**config.mk**
```make
export PLATFORM = sky130hd
export DESIGN_NAME = adc_bus_sequencer
export DESIGN_NICKNAME = d
export VERILOG_FILES = /design/src/rtl/adc_seq_pkg.sv /design/src/rtl/seq_fsm.sv /design/src/rtl/strobe_gen.sv /design/src/rtl/capture_bank.sv /design/src/rtl/adc_bus_sequencer.sv
export SDC_FILE = /design/constraint.sdc
export NUM_CORES = 1
export LEC_CHECK = 0
export BUFFER_PORTS_ARGS = -buffer_cell sky130_fd_sc_hd__buf_4
export CAP_MARGIN = 20
export CORE_AREA = 2 2 65 129
export DETAILED_ROUTE_END_ITERATION = 7
export DIE_AREA = 0 0 67 131
export MAX_ROUTING_LAYER = met4
export PLACE_DENSITY = 0.67
export SLEW_MARGIN = 10
export SYNTH_ARGS = -nofsm -noshare
export SYNTH_HDL_FRONTEND = slang
export SYNTH_SLANG_ARGS = --single-unit
```
**constraint.sdc**
```tcl
create_clock -name clk -period 1.5 [get_ports clk]
set_clock_uncertainty 0.05 [all_clocks]
set_input_delay 0.225 -clock clk [delete_from_list [all_inputs] [get_ports clk]]
set_output_delay 0.225 -clock clk [all_outputs]
set_load 0.03 [all_outputs]
```
**src/rtl/adc_seq_pkg.sv**
```systemverilog
package adc_seq_pkg;

    typedef enum logic [2:0] {
        S_IDLE   = 3'd0,
        S_CONV   = 3'd1,
        S_STROBE = 3'd2,
        S_GAP    = 3'd3,
        S_DONE   = 3'd4
    } seq_state_e;

endpackage

```
**src/rtl/seq_fsm.sv**
```systemverilog
module seq_fsm
    import adc_seq_pkg::*;
#(
    parameter int N_DEV = 4,
    localparam int IDX_W = (N_DEV > 1) ? $clog2(N_DEV) : 1
) (
    input  logic             clk,
    input  logic             rst_n,
    input  logic             start_tick,
    input  logic             mode_in,
    output seq_state_e       state_o,
    output logic [IDX_W-1:0] idx_o,
    output logic             fast_o,
    output logic             overrun_o
);

    localparam logic [IDX_W-1:0] LAST_IDX = IDX_W'(N_DEV - 1);

    seq_state_e       state_q, state_d;
    logic [IDX_W-1:0] idx_q;
    logic             fast_q;
    logic             ovr_q;
    logic             open_slot;
    logic             accept;

    // A tick is welcome only when no frame is mid-flight.
    assign open_slot = (state_q == S_IDLE) || (state_q == S_DONE);
    assign accept    = start_tick && open_slot;

    always_comb begin
        state_d = state_q;
        unique case (state_q)
            S_IDLE:   state_d = start_tick ? S_CONV : S_IDLE;
            S_CONV:   state_d = S_STROBE;
            S_STROBE: state_d = S_GAP;
            S_GAP:    state_d = (idx_q == LAST_IDX) ? S_DONE : S_STROBE;
            S_DONE:   state_d = start_tick ? S_CONV : S_IDLE;
            default:  state_d = S_IDLE;
        endcase
    end

    always_ff @(posedge clk or negedge rst_n) begin
        if (!rst_n) begin
            state_q <= S_IDLE;
        end else begin
            state_q <= state_d;
        end
    end

    // Device pointer: cleared at frame start, advanced after each gap.
    always_ff @(posedge clk or negedge rst_n) begin
        if (!rst_n) begin
            idx_q <= '0;
        end else if (state_q == S_CONV) begin
            idx_q <= '0;
        end else if (state_q == S_GAP && idx_q != LAST_IDX) begin
            idx_q <= idx_q + 1'b1;
        end
    end

    // Mode is frozen for the frame at the accepting edge.
    always_ff @(posedge clk or negedge rst_n) begin
        if (!rst_n) begin
            fast_q <= 1'b0;
        end else if (accept) begin
            fast_q <= mode_in;
        end
    end

    always_ff @(posedge clk or negedge rst_n) begin
        if (!rst_n) begin
            ovr_q <= 1'b0;
        end else if (start_tick && !open_slot) begin
            ovr_q <= 1'b1;
        end
    end

    assign state_o   = state_q;
    assign idx_o     = idx_q;
    assign fast_o    = fast_q;
    assign overrun_o = ovr_q;

endmodule

```
**src/rtl/strobe_gen.sv**
```systemverilog
module strobe_gen
    import adc_seq_pkg::*;
#(
    parameter int N_DEV = 4,
    localparam int IDX_W = (N_DEV > 1) ? $clog2(N_DEV) : 1
) (
    input  logic             clk,
    input  logic             rst_n,
    input  seq_state_e       state_i,
    input  logic [IDX_W-1:0] idx_i,
    input  logic             fast_i,
    output logic [N_DEV-1:0] rd_o,
    output logic             conv_o,
    output logic             valid_o,
    output logic             cap_o
);

    // Set at the falling edge inside a gap cycle; cuts the extended strobe.
    logic late_half_q;

    always_ff @(negedge clk or negedge rst_n) begin
        if (!rst_n) begin
            late_half_q <= 1'b0;
        end else begin
            late_half_q <= (state_i == S_GAP);
        end
    end

    always_comb begin
        logic hold;
        hold    = (state_i == S_STROBE) ||
                  (fast_i && state_i == S_GAP && !late_half_q);
        conv_o  = (state_i == S_CONV);
        valid_o = (state_i == S_DONE);
        cap_o   = (state_i == S_STROBE);
        for (int k = 0; k < N_DEV; k++) begin
            rd_o[k] = hold && (idx_i == IDX_W'(k));
        end
    end

endmodule

```
**src/rtl/capture_bank.sv**
```systemverilog
module capture_bank #(
    parameter int N_DEV  = 4,
    parameter int DATA_W = 16,
    localparam int IDX_W = (N_DEV > 1) ? $clog2(N_DEV) : 1
) (
    input  logic                    clk,
    input  logic                    rst_n,
    input  logic                    cap_i,
    input  logic [IDX_W-1:0]        idx_i,
    input  logic [DATA_W-1:0]       bus_i,
    output logic [N_DEV*DATA_W-1:0] res_o
);

    for (genvar g = 0; g < N_DEV; g++) begin : g_slot
        logic [DATA_W-1:0] slot_q;

        always_ff @(posedge clk or negedge rst_n) begin
            if (!rst_n) begin
                slot_q <= '0;
            end else if (cap_i && idx_i == IDX_W'(g)) begin
                slot_q <= bus_i;
            end
        end

        assign res_o[g*DATA_W +: DATA_W] = slot_q;
    end

endmodule

```
**src/rtl/adc_bus_sequencer.sv**
```systemverilog
module adc_bus_sequencer
    import adc_seq_pkg::*;
#(
    parameter int N_DEV  = 4,
    parameter int DATA_W = 16
) (
    input  logic                    clk,
    input  logic                    rst_n,
    input  logic                    start_tick,
    input  logic                    fast_mode,
    input  logic [DATA_W-1:0]       bus_data,
    output logic                    conv_start,
    output logic [N_DEV-1:0]        rd_strobe,
    output logic [N_DEV*DATA_W-1:0] results,
    output logic                    frame_valid,
    output logic                    overrun
);

    localparam int IDX_W = (N_DEV > 1) ? $clog2(N_DEV) : 1;

    seq_state_e       st;
    logic [IDX_W-1:0] idx;
    logic             fast_lat;
    logic             cap_en;

    seq_fsm #(.N_DEV(N_DEV)) u_fsm (
        .clk       (clk),
        .rst_n     (rst_n),
        .start_tick(start_tick),
        .mode_in   (fast_mode),
        .state_o   (st),
        .idx_o     (idx),
        .fast_o    (fast_lat),
        .overrun_o (overrun)
    );

    strobe_gen #(.N_DEV(N_DEV)) u_strobe (
        .clk    (clk),
        .rst_n  (rst_n),
        .state_i(st),
        .idx_i  (idx),
        .fast_i (fast_lat),
        .rd_o   (rd_strobe),
        .conv_o (conv_start),
        .valid_o(frame_valid),
        .cap_o  (cap_en)
    );

    capture_bank #(.N_DEV(N_DEV), .DATA_W(DATA_W)) u_cap (
        .clk  (clk),
        .rst_n(rst_n),
        .cap_i(cap_en),
        .idx_i(idx),
        .bus_i(bus_data),
        .res_o(results)
    );

endmodule

```
Word-level counts from Yosys, hierarchy flattened:

Cells that the tools add are included.

* add/subtract/negate cells: 1
* equal/unequal tests: 8
* mux-type cells: 5
* reductions and logical operators: 21

Operators by type and width (count)
* logical AND 1 bit: 13
* one-hot mux 3 bit (4 select lines): 1
* == test 3 x 2 -> 1 bit, second input constant: 2
* == test 2 bit, second input constant: 2
* two-way mux 2 bit: 2
* == test 3 x 1 -> 1 bit, second input constant: 1
* == test 3 bit, second input constant: 1
* zero test 3 bit: 1
* two-way mux 3 bit: 1
* adder 2 x 1 -> 2 bit, second input constant: 1
* == test 2 x 1 -> 1 bit, second input constant: 1
* zero test 1 bit: 2
* zero test 2 bit: 1
* logical OR 1 bit: 2
* != test 2 bit, second input constant: 1
* nonzero test 2 bit: 1
* OR reduction 2 bit: 1
* two-way mux 1 bit: 1

* register bits: 72
* input bits: 20
* logic and storage cells: 44

Longest topological paths before layout:

Gate-level depths: netlist of the first run.

* depth after elaboration: 5
* gate-level depth with buffers: 6
* mapped depth without buffers: 4

Modules after synthesis:

From an unflattened synthesis of the first run, not the netlist that was laid out.

* cells, all modules: 177
* area total of the unflattened synthesis: 2845.2 um^2

By module, submodules not included
* capture_bank: instances 1, cells an instance 136, area an instance 2411.1 um^2, sequential area each 1601.5 um^2
* seq_fsm: instances 1, cells an instance 27, area an instance 305.3 um^2, sequential area each 175.2 um^2
* strobe_gen: instances 1, cells an instance 14, area an instance 128.9 um^2, sequential area each 25.0 um^2

==> results.py, run 1 <==
metrics = {
    "clock_network": {
        "tritoncts": "yes",
        "numCtsBuffers": 9,
        "htreeDepth": 3,
        "cts.sinks": 72,
        "cts_root_buf": "clkbuf_16",
        "clock_tree.buffer_depth": 2,
        "clkTransAtPathRegs_ns": 0.05,
        "worstSkewPairLatency_ns": 0.33,
    },
    "setup_path": {
        "rr_worst_depth": 5,
        "r2r-start": "u_fsm.state_o[2]",
        "rr_endpoint": "u_cap.g_slot[0].slot_q[12]",
        "cp-startpoint": "u_strobe.late_half_q",
        "worstSetupEndpoint": "rd_strobe[1]",
        "critical_path_peak_fanout": 4,
        "startpoint_type": "flop",
        "end_kind": "output pin",
        "cp_data_required_time_ns": 1.22,
        "crit_arrival_ns": 1.98,
        "worstSetupPathType": "reg -> out",
        "r2r_slack_ns": -0.16,
    },
    "routing": {
        "drt-initial-drc-count": 72,
        "wl_met2_um": 3130,
        "avgViaCountPerCell": 4.83,
        "drc": 0,
        "totalWireLength_um": 6800,
        "vias": 1927,
        "wl_met1_um": 3160,
        "wl_per_cell_um": 17.1,
        "routed.top_layer": "met4",
        "routed-wl-met3_um": 396,
        "ant_nets": 0,
        "drt_pass1_iterations": 3,
    },
    "synthesis": {
        "postSynthCellCount": 182,
        "synth_area_per_cell_um2": 16.8,
        "synth_nets": 206,
        "yosys_register_bits": 72,
        "yosysSeqAreaShare_pct": 59.1,
        "synth_area_um2": 3050,
        "ys.warnings.count": 0,
        "synth_cell_type_count": 21,
    },
    "sta": {
        "setup_violations": 71,
        "setup_ws_ns": -0.760,
        "slew_headroom_pct": 74.5,
        "hold_viol_final": 0,
        "final.setup.tns_ns": -11.79,
        "worst_pin_slew_ns": 0.382,
        "maxSlewViolCount": 0,
        "rsz0062_at_grt": "true",
    },
    "min_path": {
        "holdCritPathClass": "in -> reg",
    },
    "pwr": {
        "power.density_nw_per_um2": 2810,
        "p_int_w": 0.00777,
        "seqPwrFrac_pct": 28.5,
        "peakVddDrop_mv": 1.51,
        "power_frac_comb_pct": 56.8,
        "leakage_nw": 2.17,
        "clkPwrFrac_pct": 14.7,
        "swShare_pct": 38.5,
        "power.switching_w": 0.00487,
    },
    "global_route": {
        "overflow": 0,
        "grt_max_degree": 72,
        "grt_pass1_vias": 2103,
        "grt_pass1_wl_um": 11100,
        "antenna_found_initial": 0,
        "grtUsageTotal_pct": 17.7,
    },
    "layout": {
        "final_common_cell": "buf_4",
        "syn_to_final_growth_pct": 47.3,
        "layout-drive-gt1-share_pct": 68.6,
        "layout_common_cells": "buf_4, dfrtp_1, mux2_4",
        "nNetsFinal": 324,
        "stdcell_count": 399,
        "utilization_pct": 57.4,
        "diodes": 0,
    },
    "placement": {
        "place_congestion": 0.763,
        "place_inst": 378,
        "hpwl_um": 4400,
        "numPortBuffers": 90,
    },
    "status": {
        "violations": "negative setup slack",
        "run_status": "finished with violations",
    },
    "floorplan": {
        "rows": 46,
        "dieArea_um2": 8780,
        "core_area_um2": 7830,
        "ios": 91,
        "die_w_um": 67,
        "start_util_pct": 39.0,
        "die_height_um": 131,
    },
    "flow_run": {
        "maxCapViolCount": 0,
    },
}
[metrics by stage]
stage                     setup WS [ns]  hold WS [ns]  cell area, um2  total power [W]
final                            -0.760        0.0905            4490           0.0126
after global routing             -0.819        0.0772            4490           0.0133
after CTS                        -0.775        0.0828            4490           0.0127
after detailed placement         -0.436         0.229            3930          0.00999
after global placement           -0.405         0.224            3930          0.00987
after floorplan                  -0.307        -0.121            3090          0.00782
[layout make-up]
| cell class | instances | area [um2] |
|---|---|---|
| inverter | 3 | 11.3 |
| multi-input combinational | 99 | 1270 |
| fill | 670 | 3340 |
| timing repair buffer | 115 | 1030 |
| clock buffer | 13 | 250 |
| sequential | 72 | 1800 |
| clock inverter | 1 | 5.00 |
| tap | 96 | 120 |
[flip-flops by register name (all words and copies together) (netlist names)]
register / count
u_cap.g_slot.slot_q: 64
u_fsm.state_o: 3
u_fsm.idx_o: 2
u_fsm.fast_o: 1
u_fsm.overrun_o: 1
u_strobe.late_half_q: 1
[cell usage after synthesis (all sizes together)]
cell type | n | area share [%]
or2b | 1 | 0.25
a211oi | 1 | 0.25
ha | 4 | 1.6
nand2b | 3 | 0.62
o31ai | 1 | 0.25
nand2 | 3 | 0.37
nor3b | 1 | 0.41
mux2 | 65 | 29
buf | 8 | 4.1
inv | 3 | 0.37
nor2b | 1 | 0.21
and2 | 10 | 2.1
o41ai | 1 | 0.29
dfrtn | 1 | 0.82
a21oi | 2 | 0.33
o21ai | 3 | 0.49
nor2 | 3 | 0.37
dfrtp | 71 | 58
[power by group through the flow]
stage / combinational (W) / sequential (W) / clock [W]
6_report: 0.00718 / 0.00360 / 0.00186
5_1_grt: 0.00755 / 0.00372 / 0.00200
4_1_cts: 0.00723 / 0.00359 / 0.00191
3_5_place_dp: 0.00642 / 0.00357 / 0
3_3_place_gp: 0.00633 / 0.00354 / 0
2_1_floorplan: 0.00254 / 0.00528 / 0
[repair_timing]
item                                    CTS  global route
hold endpoints to repair                 71             0
endpoints found under the setup margin   71            72
resized for setup                        55             6
cloned                                    4             0
pin swaps                                 6             3
hold buffers                              1             0
setup buffers                             2             2
[per-layer routing]
layer / global-route usage [%] / vias to the layer above
li1: - / 862
met1: 24.1 / 970
met2: 25.6 / 84
met3: 3.77 / 11
met4: 7.68 / 0
met5: - / -
[worst min path at each step]
stage | from | end | depth (start not counted)
2_1_floorplan | rst_n | u_cap.g_slot[0].slot_q[0] | 0
3_3_place_gp | rst_n | u_fsm.fast_o | 2
3_5_place_dp | rst_n | u_fsm.fast_o | 2
4_1_cts | fast_mode | u_fsm.fast_o | 2
5_1_grt | fast_mode | u_fsm.fast_o | 2
6_report | fast_mode | u_fsm.fast_o | 2
[worst max-delay path: stages, from the launching register on]
cell and delay, ns:
dfrtn_1 0.33, nand2b_4 0.15, a21oi_4 0.14, and2_4 0.16
buf_6 0.12
[logic make-up (layout without fill, tap and decap cells)]
group / count (synthesis) / after routing / synth area share (%)
DFF: 72 / 72 / 59.1
muxes: 65 / 65 / 28.9
and+or+nand+nor: 22 / 22 / 4.31
buffers and inverters: 11 / 132 / 4.47
AOI/OAI and AO/OA: 8 / 8 / 1.60
adders and majority gates: 4 / 4 / 1.64
No activity file was read; power rests on OpenSTA's default activity.
==> inputs of run 2 (changes only) <==
--- a/config.mk
+++ b/config.mk
@@ -5,14 +5,14 @@
 export SDC_FILE = /design/constraint.sdc
 export NUM_CORES = 1
 export LEC_CHECK = 0
+export ABC_AREA = 1
 export BUFFER_PORTS_ARGS = -buffer_cell sky130_fd_sc_hd__buf_4
 export CAP_MARGIN = 20
-export CORE_AREA = 2 2 65 129
+export CORE_AREA = 2 2 67 132
 export DETAILED_ROUTE_END_ITERATION = 7
-export DIE_AREA = 0 0 67 131
+export DIE_AREA = 0 0 69 134
 export MAX_ROUTING_LAYER = met4
-export PLACE_DENSITY = 0.67
-export SLEW_MARGIN = 10
+export PLACE_DENSITY = 0.66
 export SYNTH_ARGS = -nofsm -noshare
 export SYNTH_HDL_FRONTEND = slang
 export SYNTH_SLANG_ARGS = --single-unit
==> results.py, run 2 <==
metrics = {
    "global_route": {
        "met1_usage_pct": 24.1,
        "grt_pass1_wl_um": 14600,
        "antenna_found_initial": 0,
        "grtUsageTotal_pct": 21.2,
        "gr-usage-met2_pct": 35.8,
        "overflow": 0,
        "grt_max_degree": 72,
        "use_met3_pct": 5.03,
        "grt_pass1_vias": 2817,
        "busiest_layer": "met2",
    },
    "placement": {
        "place_congestion": 0.805,
        "hpwl_um": 6170,
        "dpl_worst_slack_ns": -0.434,
        "place_inst": 513,
        "numPortBuffers": 90,
    },
    "layout": {
        "diodes": 0,
        "layout-drive-gt1-share_pct": 34.5,
        "final_common_cell": "nand2_1",
        "layout_common_cells": "nand2_1, buf_4, dfrtp_1, nand4_1, clkbuf_16",
        "syn_to_final_growth_pct": 42.1,
        "largest_register": "u_cap.g_slot.slot_q",
        "nNetsFinal": 462,
        "largest_reg_flops": 64,
        "stdcell_count": 541,
        "fill_cells": 783,
    },
    "setup_path": {
        "cp_slowest_stage_delay_ns": 0.33,
        "cp_data_required_time_ns": 1.22,
        "crit_arrival_ns": 1.97,
        "cpLargestDelayFamily": "flip-flops",
        "startpoint_type": "flop",
        "worstSetupPathType": "reg -> out",
        "critical_path_peak_fanout": 4,
        "crit_chain": "nor2_2, nand2_4, a21oi_4, buf_6",
        "crit_buf_inv": 1,
        "end_kind": "output pin",
        "cpMaxStageDelayCell": "dfrtn_1",
    },
    "synthesis": {
        "synth-adder-area-share_pct": 1.56,
        "synth-simple-area-share_pct": 33.0,
        "synth-xor-area-share_pct": 0,
        "ys.warnings.count": 0,
        "synth_top_family_by_area": "simple AND/OR/NAND/NOR gates",
        "synth_compound_area_share_pct": 1.17,
        "synth_top_flop_cell": "dfrtp_1",
        "yosysSeqAreaShare_pct": 56.1,
        "yosysTopAreaCell": "dfrtp_1",
        "postSynthCellCount": 337,
        "synth_area_per_cell_um2": 9.53,
        "synth_area_um2": 3210,
        "synth_cell_type_count": 20,
        "muxShareOfSynthArea_pct": 0,
        "synth_top_area_share_pct": 55.3,
        "ys_top_cells_by_area": "dfrtp_1, nand2_1, nand4_1",
        "synthMostInstantiatedCell": "nand2_1",
        "synthArstFlopShare_pct": 100,
        "yosys_register_bits": 72,
        "synth_common_cells": "nand2_1, dfrtp_1, nand4_1, buf_2, inv_1",
        "synth_edf_count": 0,
        "synth_nets": 361,
    },
    "routing": {
        "wl_per_cell_um": 18.4,
        "drt_pass1_iterations": 4,
        "ant_nets": 0,
        "drc": 0,
        "vias": 2911,
        "avgViaCountPerCell": 5.38,
        "totalWireLength_um": 9940,
        "drt-initial-drc-count": 440,
    },
    "clock_network": {
        "clock_tree.buffer_depth": 2,
        "cts_root_buf": "clkbuf_16",
        "tritoncts": "yes",
        "clkTransAtPathRegs_ns": 0.05,
        "cts.sinks": 72,
        "worstSkewPairLatency_ns": 0.33,
        "numCtsBuffers": 9,
        "htreeDepth": 3,
    },
    "sta": {
        "final.setup.tns_ns": -3.12,
        "slew_headroom_pct": 74.4,
        "setup_violations": 6,
        "setup_ws_ns": -0.742,
        "worst_pin_slew_ns": 0.384,
        "rsz0062_at_grt": "true",
        "hold_viol_final": 0,
        "maxSlewViolCount": 0,
    },
    "min_path": {
        "holdCritPathClass": "in -> reg",
    },
    "pwr": {
        "leakage_nw": 2.32,
        "peakVddDrop_mv": 1.40,
        "power.switching_w": 0.00573,
        "p_int_w": 0.00657,
        "swShare_pct": 46.6,
        "power_frac_comb_pct": 55.6,
        "seqPwrFrac_pct": 28.8,
        "clkPwrFrac_pct": 15.7,
        "power.density_nw_per_um2": 2700,
    },
    "floorplan": {
        "core_area_um2": 8230,
        "dieArea_um2": 9250,
        "start_util_pct": 39.0,
        "ios": 91,
        "rows": 47,
        "die_w_um": 69,
        "die_height_um": 134,
    },
    "status": {
        "violations": "negative setup slack",
        "run_status": "finished with violations",
    },
    "flow_run": {
        "maxCapViolCount": 0,
    },
}
run 2: cell count changes after synthesis, moves of 3 or more:
cell      previous run  this run
and2_1               9         0
mux2_2              25         0
nand2b_1             3         0
mux2_4              40         0
nand3_1              0         3
buf_6                4         0
buf_2                0        18
nand2_1              3       139
nand4_1              0        64
nand3_4              0         4
inv_1                3         9
run 2: layer usage:
metal | part of all wire, % | up-vias
li1 | - | 1360
met1 | 38 | 1397
met2 | 54 | 134
met3 | 5.8 | 20
met4 | 1.9 | 0
met5 | 0 | -
run 2: final timing paths:
| path | slack (ns) | start | cells past startpoint | end |
|---|---|---|---|---|
| worst max-delay path | -0.74 | u_strobe.late_half_q | 4 | rd_strobe[1] |
| worst min-delay path | 0.06 | start_tick | 2 | u_fsm.overrun_o |
| worst max register to register | -0.07 | u_fsm.state_o[1] | 3 | u_strobe.late_half_q |
| worst min register to register | 0.41 | u_fsm.overrun_o | 1 | u_fsm.overrun_o |
| max in group asynchronous | 0.47 | rst_n | 2 | u_strobe.late_half_q |
| min in group asynchronous | 0.40 | rst_n | 3 | u_cap.g_slot[3].slot_q[10] |
run 2: final cells by class:
type / instances / area (um2) / area share, %
repair buffers: 112 / 1010 / 22.2
well taps: 98 / 123 / 2.69
clock buffers: 13 / 250 / 5.48
flip-flops and latches: 72 / 1800 / 39.5
clock inverters: 3 / 17.5 / 0.384
multi-input cells: 232 / 1320 / 28.9
inverters: 11 / 41.3 / 0.905
run 2: timing repair:
item                                   CTS  global route
hold buffers                             1             0
buffers inserted                         0             4
gates cloned                             1             6
setup endpoints to repair               70            71
endpoints found under the hold margin   71             0
gates resized for setup                  7            16
pin swaps                                7             6
run 2: cell families after synthesis:
logic type                 count (synthesis)
AOI/OAI and AO/OA                          7
adders and majority gates                  4
buffers and inverters                     37
DFF                                       72
and+or+nand+nor                          217
run 2: through the flow:
stage	total power (W)	utilization (%)	hold WS (ns)	cell area [um2]
after CTS	0.0118	53.1	0.0507	4370
after global placement	0.00961	49.0	0.230	4030
after floorplan	0.00763	-	-0.121	3270
after global routing	0.0131	55.4	0.0592	4560
after detailed placement	0.00975	49.0	0.236	4030
final	0.0123	55.4	0.0588	4560
run 2: power by group through the flow:
| stage | Combinational (W) | Clock [W] | Sequential [W] |
|---|---|---|---|
| 2_1_floorplan | 0.00249 | 0 | 0.00514 |
| 3_3_place_gp | 0.00610 | 0 | 0.00352 |
| 3_5_place_dp | 0.00621 | 0 | 0.00353 |
| 4_1_cts | 0.00632 | 0.00197 | 0.00352 |
| 5_1_grt | 0.00734 | 0.00206 | 0.00365 |
| 6_report | 0.00683 | 0.00193 | 0.00354 |
